[config.mk]
export PLATFORM = sky130hd
export DESIGN_NAME = gpio_edge_port
export DESIGN_NICKNAME = d
export VERILOG_FILES = /design/src/rtl/gpio_edge_pkg.sv /design/src/rtl/gpio_sync.sv /design/src/rtl/gpio_edge_unit.sv /design/src/rtl/gpio_edge_port.sv
export SDC_FILE = /design/constraint.sdc
export NUM_CORES = 1
export LEC_CHECK = 0
export BUFFER_PORTS_ARGS = -buffer_cell sky130_fd_sc_hd__buf_2
export CAP_MARGIN = 10
export CORE_MARGIN = 5
export CORE_UTILIZATION = 50
export DETAILED_ROUTE_END_ITERATION = 16
export PLACE_DENSITY_LB_ADDON = 0.15
export RECOVER_POWER = 25
export REMOVE_ABC_BUFFERS = 1
export SKIP_LAST_GASP = 1
export SLEW_MARGIN = 20
export SYNTH_ARGS = -nofsm -noshare
export SYNTH_HDL_FRONTEND = slang
export SYNTH_HIERARCHICAL = 1
export SYNTH_SLANG_ARGS = --single-unit
[constraint.sdc]
create_clock -name clk_i -period 3.7 [get_ports clk_i]
set_clock_uncertainty 0.2 [all_clocks]
set_input_delay 0.185 -clock clk_i [delete_from_list [all_inputs] [get_ports clk_i]]
set_output_delay 0.185 -clock clk_i [all_outputs]
set_load 0.1 [all_outputs]
[src/rtl/gpio_edge_pkg.sv]
package gpio_edge_pkg;
  localparam int ADDR_W = 8;
  localparam logic [ADDR_W-1:0] OFF_IN    = 8'h00;
  localparam logic [ADDR_W-1:0] OFF_OUT   = 8'h04;
  localparam logic [ADDR_W-1:0] OFF_DIR   = 8'h08;
  localparam logic [ADDR_W-1:0] OFF_EVT   = 8'h18;
  localparam logic [ADDR_W-1:0] OFF_EDGE  = 8'h1C;
  localparam logic [ADDR_W-1:0] OFF_STAT  = 8'h24;
  localparam logic [ADDR_W-1:0] OFF_MASK  = 8'h2C;
  localparam logic [ADDR_W-1:0] OFF_DBNC  = 8'h30;
  localparam logic [ADDR_W-1:0] OFF_SNAP  = 8'h34;

  function automatic logic is_known(input logic [ADDR_W-1:0] a);
    return a inside {OFF_IN, OFF_OUT, OFF_DIR, OFF_EVT, OFF_EDGE,
                     OFF_STAT, OFF_MASK, OFF_DBNC, OFF_SNAP};
  endfunction
endpackage

[src/rtl/gpio_sync.sv]
module gpio_sync #(
  parameter int W      = 16,
  parameter int STAGES = 2
) (
  input  logic         clk_i,
  input  logic         rst_ni,
  input  logic [W-1:0] d_i,
  output logic [W-1:0] q_o
);
  logic [STAGES-1:0][W-1:0] stg_q;

  always_ff @(posedge clk_i or negedge rst_ni) begin
    if (!rst_ni) begin
      stg_q <= '0;
    end else begin
      stg_q[0] <= d_i;
      for (int i = 1; i < STAGES; i++) stg_q[i] <= stg_q[i-1];
    end
  end

  assign q_o = stg_q[STAGES-1];
endmodule

[src/rtl/gpio_edge_unit.sv]
module gpio_edge_unit #(
  parameter int N     = 16,
  parameter int SEL_W = $clog2(N)
) (
  input  logic             clk_i,
  input  logic             rst_ni,
  input  logic             fclk_en_i,
  input  logic [N-1:0]     sync_i,
  input  logic [N-1:0]     dir_i,
  input  logic [N-1:0]     mask_i,
  input  logic [N-1:0]     rise_sel_i,
  input  logic             evt_en_i,
  input  logic [SEL_W-1:0] evt_sel_i,
  output logic [N-1:0]     hit_o,
  output logic             snap_load_o
);
  logic [N-1:0] prev_q;
  logic [N-1:0] chg;

  // history always tracks, so gated-off transitions are never replayed
  always_ff @(posedge clk_i or negedge rst_ni) begin
    if (!rst_ni) prev_q <= '0;
    else         prev_q <= sync_i;
  end

  assign chg = sync_i ^ prev_q;

  for (genvar g = 0; g < N; g++) begin : g_pin
    logic pol_ok;
    assign pol_ok   = rise_sel_i[g] ? sync_i[g] : ~sync_i[g];
    assign hit_o[g] = fclk_en_i & dir_i[g] & ~mask_i[g] & chg[g] & pol_ok;
  end

  assign snap_load_o = fclk_en_i & evt_en_i & chg[evt_sel_i];
endmodule

[src/rtl/gpio_edge_port.sv]
module gpio_edge_port
  import gpio_edge_pkg::*;
#(
  parameter int NUM_PINS = 16,
  parameter int DBNC_W   = 9
) (
  input  logic                clk_i,
  input  logic                rst_ni,
  input  logic                fclk_en_i,
  input  logic                req_i,
  input  logic                we_i,
  input  logic [ADDR_W-1:0]   addr_i,
  input  logic [NUM_PINS-1:0] wdata_i,
  output logic [NUM_PINS-1:0] rdata_o,
  input  logic [NUM_PINS-1:0] pins_i,
  output logic [NUM_PINS-1:0] pins_o,
  output logic [NUM_PINS-1:0] pins_oe_o,
  output logic                irq_o
);
  localparam int SEL_W = $clog2(NUM_PINS);
  localparam int EVT_W = SEL_W + 1;

  logic [NUM_PINS-1:0] out_q, dir_q, edge_q, mask_q, stat_q, snap_q;
  logic [EVT_W-1:0]    evt_q;
  logic [DBNC_W-1:0]   dbnc_q;
  logic [NUM_PINS-1:0] sync_val, hit;
  logic                snap_load, wr, rd_stat;

  gpio_sync #(.W(NUM_PINS), .STAGES(2)) i_sync (
    .clk_i (clk_i),
    .rst_ni(rst_ni),
    .d_i   (pins_i),
    .q_o   (sync_val)
  );

  gpio_edge_unit #(.N(NUM_PINS), .SEL_W(SEL_W)) i_edge (
    .clk_i      (clk_i),
    .rst_ni     (rst_ni),
    .fclk_en_i  (fclk_en_i),
    .sync_i     (sync_val),
    .dir_i      (dir_q),
    .mask_i     (mask_q),
    .rise_sel_i (edge_q),
    .evt_en_i   (evt_q[0]),
    .evt_sel_i  (evt_q[EVT_W-1:1]),
    .hit_o      (hit),
    .snap_load_o(snap_load)
  );

  assign wr      = req_i & we_i;
  assign rd_stat = req_i & ~we_i & (addr_i == OFF_STAT);

  always_ff @(posedge clk_i or negedge rst_ni) begin
    if (!rst_ni) begin
      out_q  <= '0;
      dir_q  <= '1;
      edge_q <= '0;
      mask_q <= '0;
      evt_q  <= '0;
      dbnc_q <= '0;
    end else if (wr) begin
      unique case (addr_i)
        OFF_OUT:  out_q  <= wdata_i;
        OFF_DIR:  dir_q  <= wdata_i;
        OFF_EDGE: edge_q <= wdata_i;
        OFF_MASK: mask_q <= wdata_i;
        OFF_EVT:  evt_q  <= wdata_i[EVT_W-1:0];
        OFF_DBNC: dbnc_q <= wdata_i[DBNC_W-1:0];
        default: ;
      endcase
    end
  end

  // read-to-clear keeps hits arriving in the same cycle
  always_ff @(posedge clk_i or negedge rst_ni) begin
    if (!rst_ni) begin
      stat_q <= '0;
      snap_q <= '0;
    end else begin
      stat_q <= rd_stat ? hit : (stat_q | hit);
      if (snap_load) snap_q <= sync_val;
    end
  end

  always_comb begin
    rdata_o = '0;
    unique case (addr_i)
      OFF_IN:   rdata_o = sync_val;
      OFF_OUT:  rdata_o = out_q;
      OFF_DIR:  rdata_o = dir_q;
      OFF_EDGE: rdata_o = edge_q;
      OFF_MASK: rdata_o = mask_q;
      OFF_STAT: rdata_o = stat_q;
      OFF_SNAP: rdata_o = snap_q;
      OFF_EVT:  rdata_o[EVT_W-1:0]  = evt_q;
      OFF_DBNC: rdata_o[DBNC_W-1:0] = dbnc_q;
      default: ;
    endcase
  end

  assign pins_oe_o = ~dir_q;
  assign pins_o    = out_q & ~dir_q;
  assign irq_o     = |stat_q;
endmodule

==> results.sh <==
export IMPL_ir_drop_v=0.000325
export IMPL_wirelength_um=21800
export IMPL_numCtsBuffers=17
export IMPL_synth_largest_area_cell="dfrtp_1"
export IMPL_drv_slew=90
export IMPL_start_kind="input port"
export IMPL_p_leak_uw=0.00422
export IMPL_ys_async_sr_fraction_pct=100
export IMPL_io_pins=94
export IMPL_rsz0062_at_grt="no"
export IMPL_grt_remaining_overflow=0
export IMPL_layout_drive_gt1_share_pct=32.7
export IMPL_final_common_cell="dfrtp_1"
export IMPL_post_place_ws_ps=765
export IMPL_netSwitchingPower_uw=1020
export IMPL_reg2reg_depth=7
export IMPL_die_h_um=133
export IMPL_min_period_over_period_pct=79.7
export IMPL_grt_pass1_wl_um=34400
export IMPL_relSlewSlack_pct=-50.2
export IMPL_switching_share_pct=25.1
export IMPL_yosys_warnings=6
export IMPL_cts_sinks=158
export IMPL_syn_area_per_cell_um2=11.6
export IMPL_die_w_um=133
export IMPL_hold_start="i_sync/stg_q[4]"
export IMPL_synth_area_top_cells="dfrtp_1 (47%), mux2_2 (11%), dfstp_2 (5.5%), nand2_1 (2.6%), a22oi_1 (2.5%)"
export IMPL_h_tree_depth=4
export IMPL_synth_top_cell_area_share_pct=46.9
export IMPL_hold_violations=0
export IMPL_yosysSeqAreaShare_pct=52.4
export IMPL_firstDrtPassIters=5
export IMPL_seqPwrFrac_pct=46.3
export IMPL_whs_ps=146
export IMPL_status="complete, but fails checks"
export IMPL_reg2reg_slack_ps=1300
export IMPL_drc=0
export IMPL_cts_resized_gates=0
export IMPL_fill_cells=1249
export IMPL_pwr_share_comb_pct=10.1
export IMPL_track_usage_pct=25.5
export IMPL_violations="max-capacitance violations, max-slew violations"
export IMPL_synth_edf_count=0
export IMPL_row_count=45
export IMPL_tightest_slew_ps=2250
export IMPL_worstReg2RegEnd="snap_q[11]"
export IMPL_areaGrowthSynthToFinish_pct=20.3
export IMPL_root_buffer="clkbuf_16"
export IMPL_path_class="in2out"
export IMPL_setup_violations=0
export IMPL_pwr_share_clk_pct=43.6
export IMPL_most_common_layout_cells="dfrtp_1 (142), buf_2 (92), mux2_2 (72), nand2_1 (52), dlygate4sd3_1 (33)"
export IMPL_place_congestion=0.911
export IMPL_final_util_pct=60.7
export IMPL_finalSetupTns_ps=0
export IMPL_vias=5767
export IMPL_pwr_density_cell_nw_per_um2=445
export IMPL_max_cap_viol_count=1
export IMPL_ys_ff_latch=158
export IMPL_antenna_cells=0
export IMPL_first_iter_violations=484
export IMPL_initial_core_util_pct=50.4
export IMPL_placed_cells=913
export IMPL_postSynthCellCount=654
export IMPL_portBuffers=93
export IMPL_cp_required_ps=3310
export IMPL_core_um2=15000
export IMPL_finalWorstPathRequiredPeriod_ps=2950
export IMPL_grt_antenna_before_repair=0
export IMPL_hold_depth=0
export IMPL_hpwl_um=14800
export IMPL_synth_distinct_cells=66
export IMPL_setup_slack_ps=751
export IMPL_netlist_area_um2=7580
export IMPL_ys_flop_type="dfrtp_1"
export IMPL_worstReg2RegStart="evt_q[1]"
export IMPL_cts_buffer_depth=2
export IMPL_cp_max_fo=18
export IMPL_critPathCaptureType="primary output"
export IMPL_vias_per_cell=5.90
export IMPL_nets=822
export IMPL_worst_skew_pair_late_latency_ps=430
export IMPL_fmax_ghz=0.339
export IMPL_stdcell_count=977
export IMPL_path_clk_slew_ps=60
export IMPL_die_area_um2=17700
export IMPL_holdPathEnd="i_sync/q_o[4]"
export IMPL_routedWlPerCell_um=22.3
export IMPL_ant_nets=0
export IMPL_power_internal_uw=3040
export IMPL_grt_max_degree=90
export IMPL_hp_class="reg2reg"
export IMPL_arrival_ps=2560
export IMPL_cts_tree="built"
export IMPL_first_global_vias=5885
layer usage:
metal / part of all wire (%) / routed length [um] / vias to the layer above / global-route usage [%]
li1: - / - / 2590 / -
met1: 44 / 9630 / 2928 / 35.3
met2: 47 / 10200 / 210 / 39.9
met3: 6.1 / 1330 / 39 / 5.48
met4: 2.6 / 564 / 0 / 9.26
met5: 0 / 0 / - / 0
worst max-delay path by stage:
stage	startpoint	end	cells after the start	slack [ps]
after floorplan	addr_i[1]	rdata_o[12]	4	10
after global placement	addr_i[5]	rdata_o[6]	6	750
after detailed placement	addr_i[5]	rdata_o[6]	6	760
after CTS	addr_i[5]	rdata_o[6]	6	760
after global routing	rst_ni	dir_q[8]	3	670
final	addr_i[5]	rdata_o[6]	6	750
critical path: stages:
cell and delay [ps]:
buf_2 240, or4_1 910, nor4b_1 520, a21oi_1 90, o211ai_1 130, buf_2 470
cells by family (layout without fill, tap and decap cells):
logic type	after synthesis	in the layout	share of synthesized area [%]
compound gates	137	137	12.3
xor+xnor	16	16	1.85
simple gates	181	181	13.7
mux	97	97	14.8
buf+inv	65	200	4.84
flops	158	158	52.4
flip-flops by register name (all words and copies together) (netlist names):
register	flops
dbnc_q	9
dir_q	16
edge_q	16
evt_q	5
i_edge/prev_q	16
i_sync/q_o	16
i_sync/stg_q	16
mask_q	16
out_q	16
snap_q	16
stat_q	16
through the flow:
| stage | power [uW] | instance area [um^2] |
|---|---|---|
| after floorplan | 2110 | 7280 |
| after global placement | 2280 | 8210 |
| after detailed placement | 2290 | 8210 |
| after CTS | 4080 | 9130 |
| after global routing | 4200 | 9120 |
| final | 4060 | 9120 |
synth_stat cells, types with 3 or more instances:
library cell  count
mux2_2           72
buf_2             9
dfstp_2          16
o22ai_1           5
a22oi_1          25
nor4b_1           3
nor3_1           20
dfrtp_1         142
nor2b_1          30
a32oi_1           4
buf_6             3
nor2_1           25
nor3b_1          13
clkbuf_1          7
o32ai_1           3
o21ai_0          27
buf_4            19
mux2i_1          13
a22o_1           10
nor4_1            7
o22a_1            4
inv_1            17
xor2_1            8
nand3_1           3
a21o_1           16
o211ai_1          4
a21oi_1          24
xnor2_1           8
nand2_1          52
mux2_4           10
buf_1             7
nor3_4            3
final cells by class:
| class | instances | area, um^2 | share of cell area [%] |
|---|---|---|---|
| clock buffer | 21 | 450 | 4.94 |
| clock inverter | 10 | 140 | 1.54 |
| inverter | 18 | 67.6 | 0.741 |
| multi-input combinational | 431 | 3250 | 35.6 |
| sequential | 158 | 3970 | 43.6 |
| tap | 188 | 235 | 2.58 |
| timing repair buffer | 151 | 1010 | 11.1 |
power groups by stage:
| stage | registers (uW) | clock network, uW | logic, uW |
|---|---|---|---|
| 4_1_cts | 1880 | 1790 | 410 |
| 5_1_grt | 1890 | 1870 | 443 |
| 6_report | 1880 | 1770 | 409 |
| 3_5_place_dp | 1910 | 0 | 382 |
| 2_1_floorplan | 1880 | 0 | 225 |
| 3_3_place_gp | 1900 | 0 | 377 |
what timing repair did:
action / CTS / global route
hold buffers: 33 / 0
hold endpoints to repair: 172 / 0
buffers inserted: 0 / 0
Power figures use the tool's default switching activity.
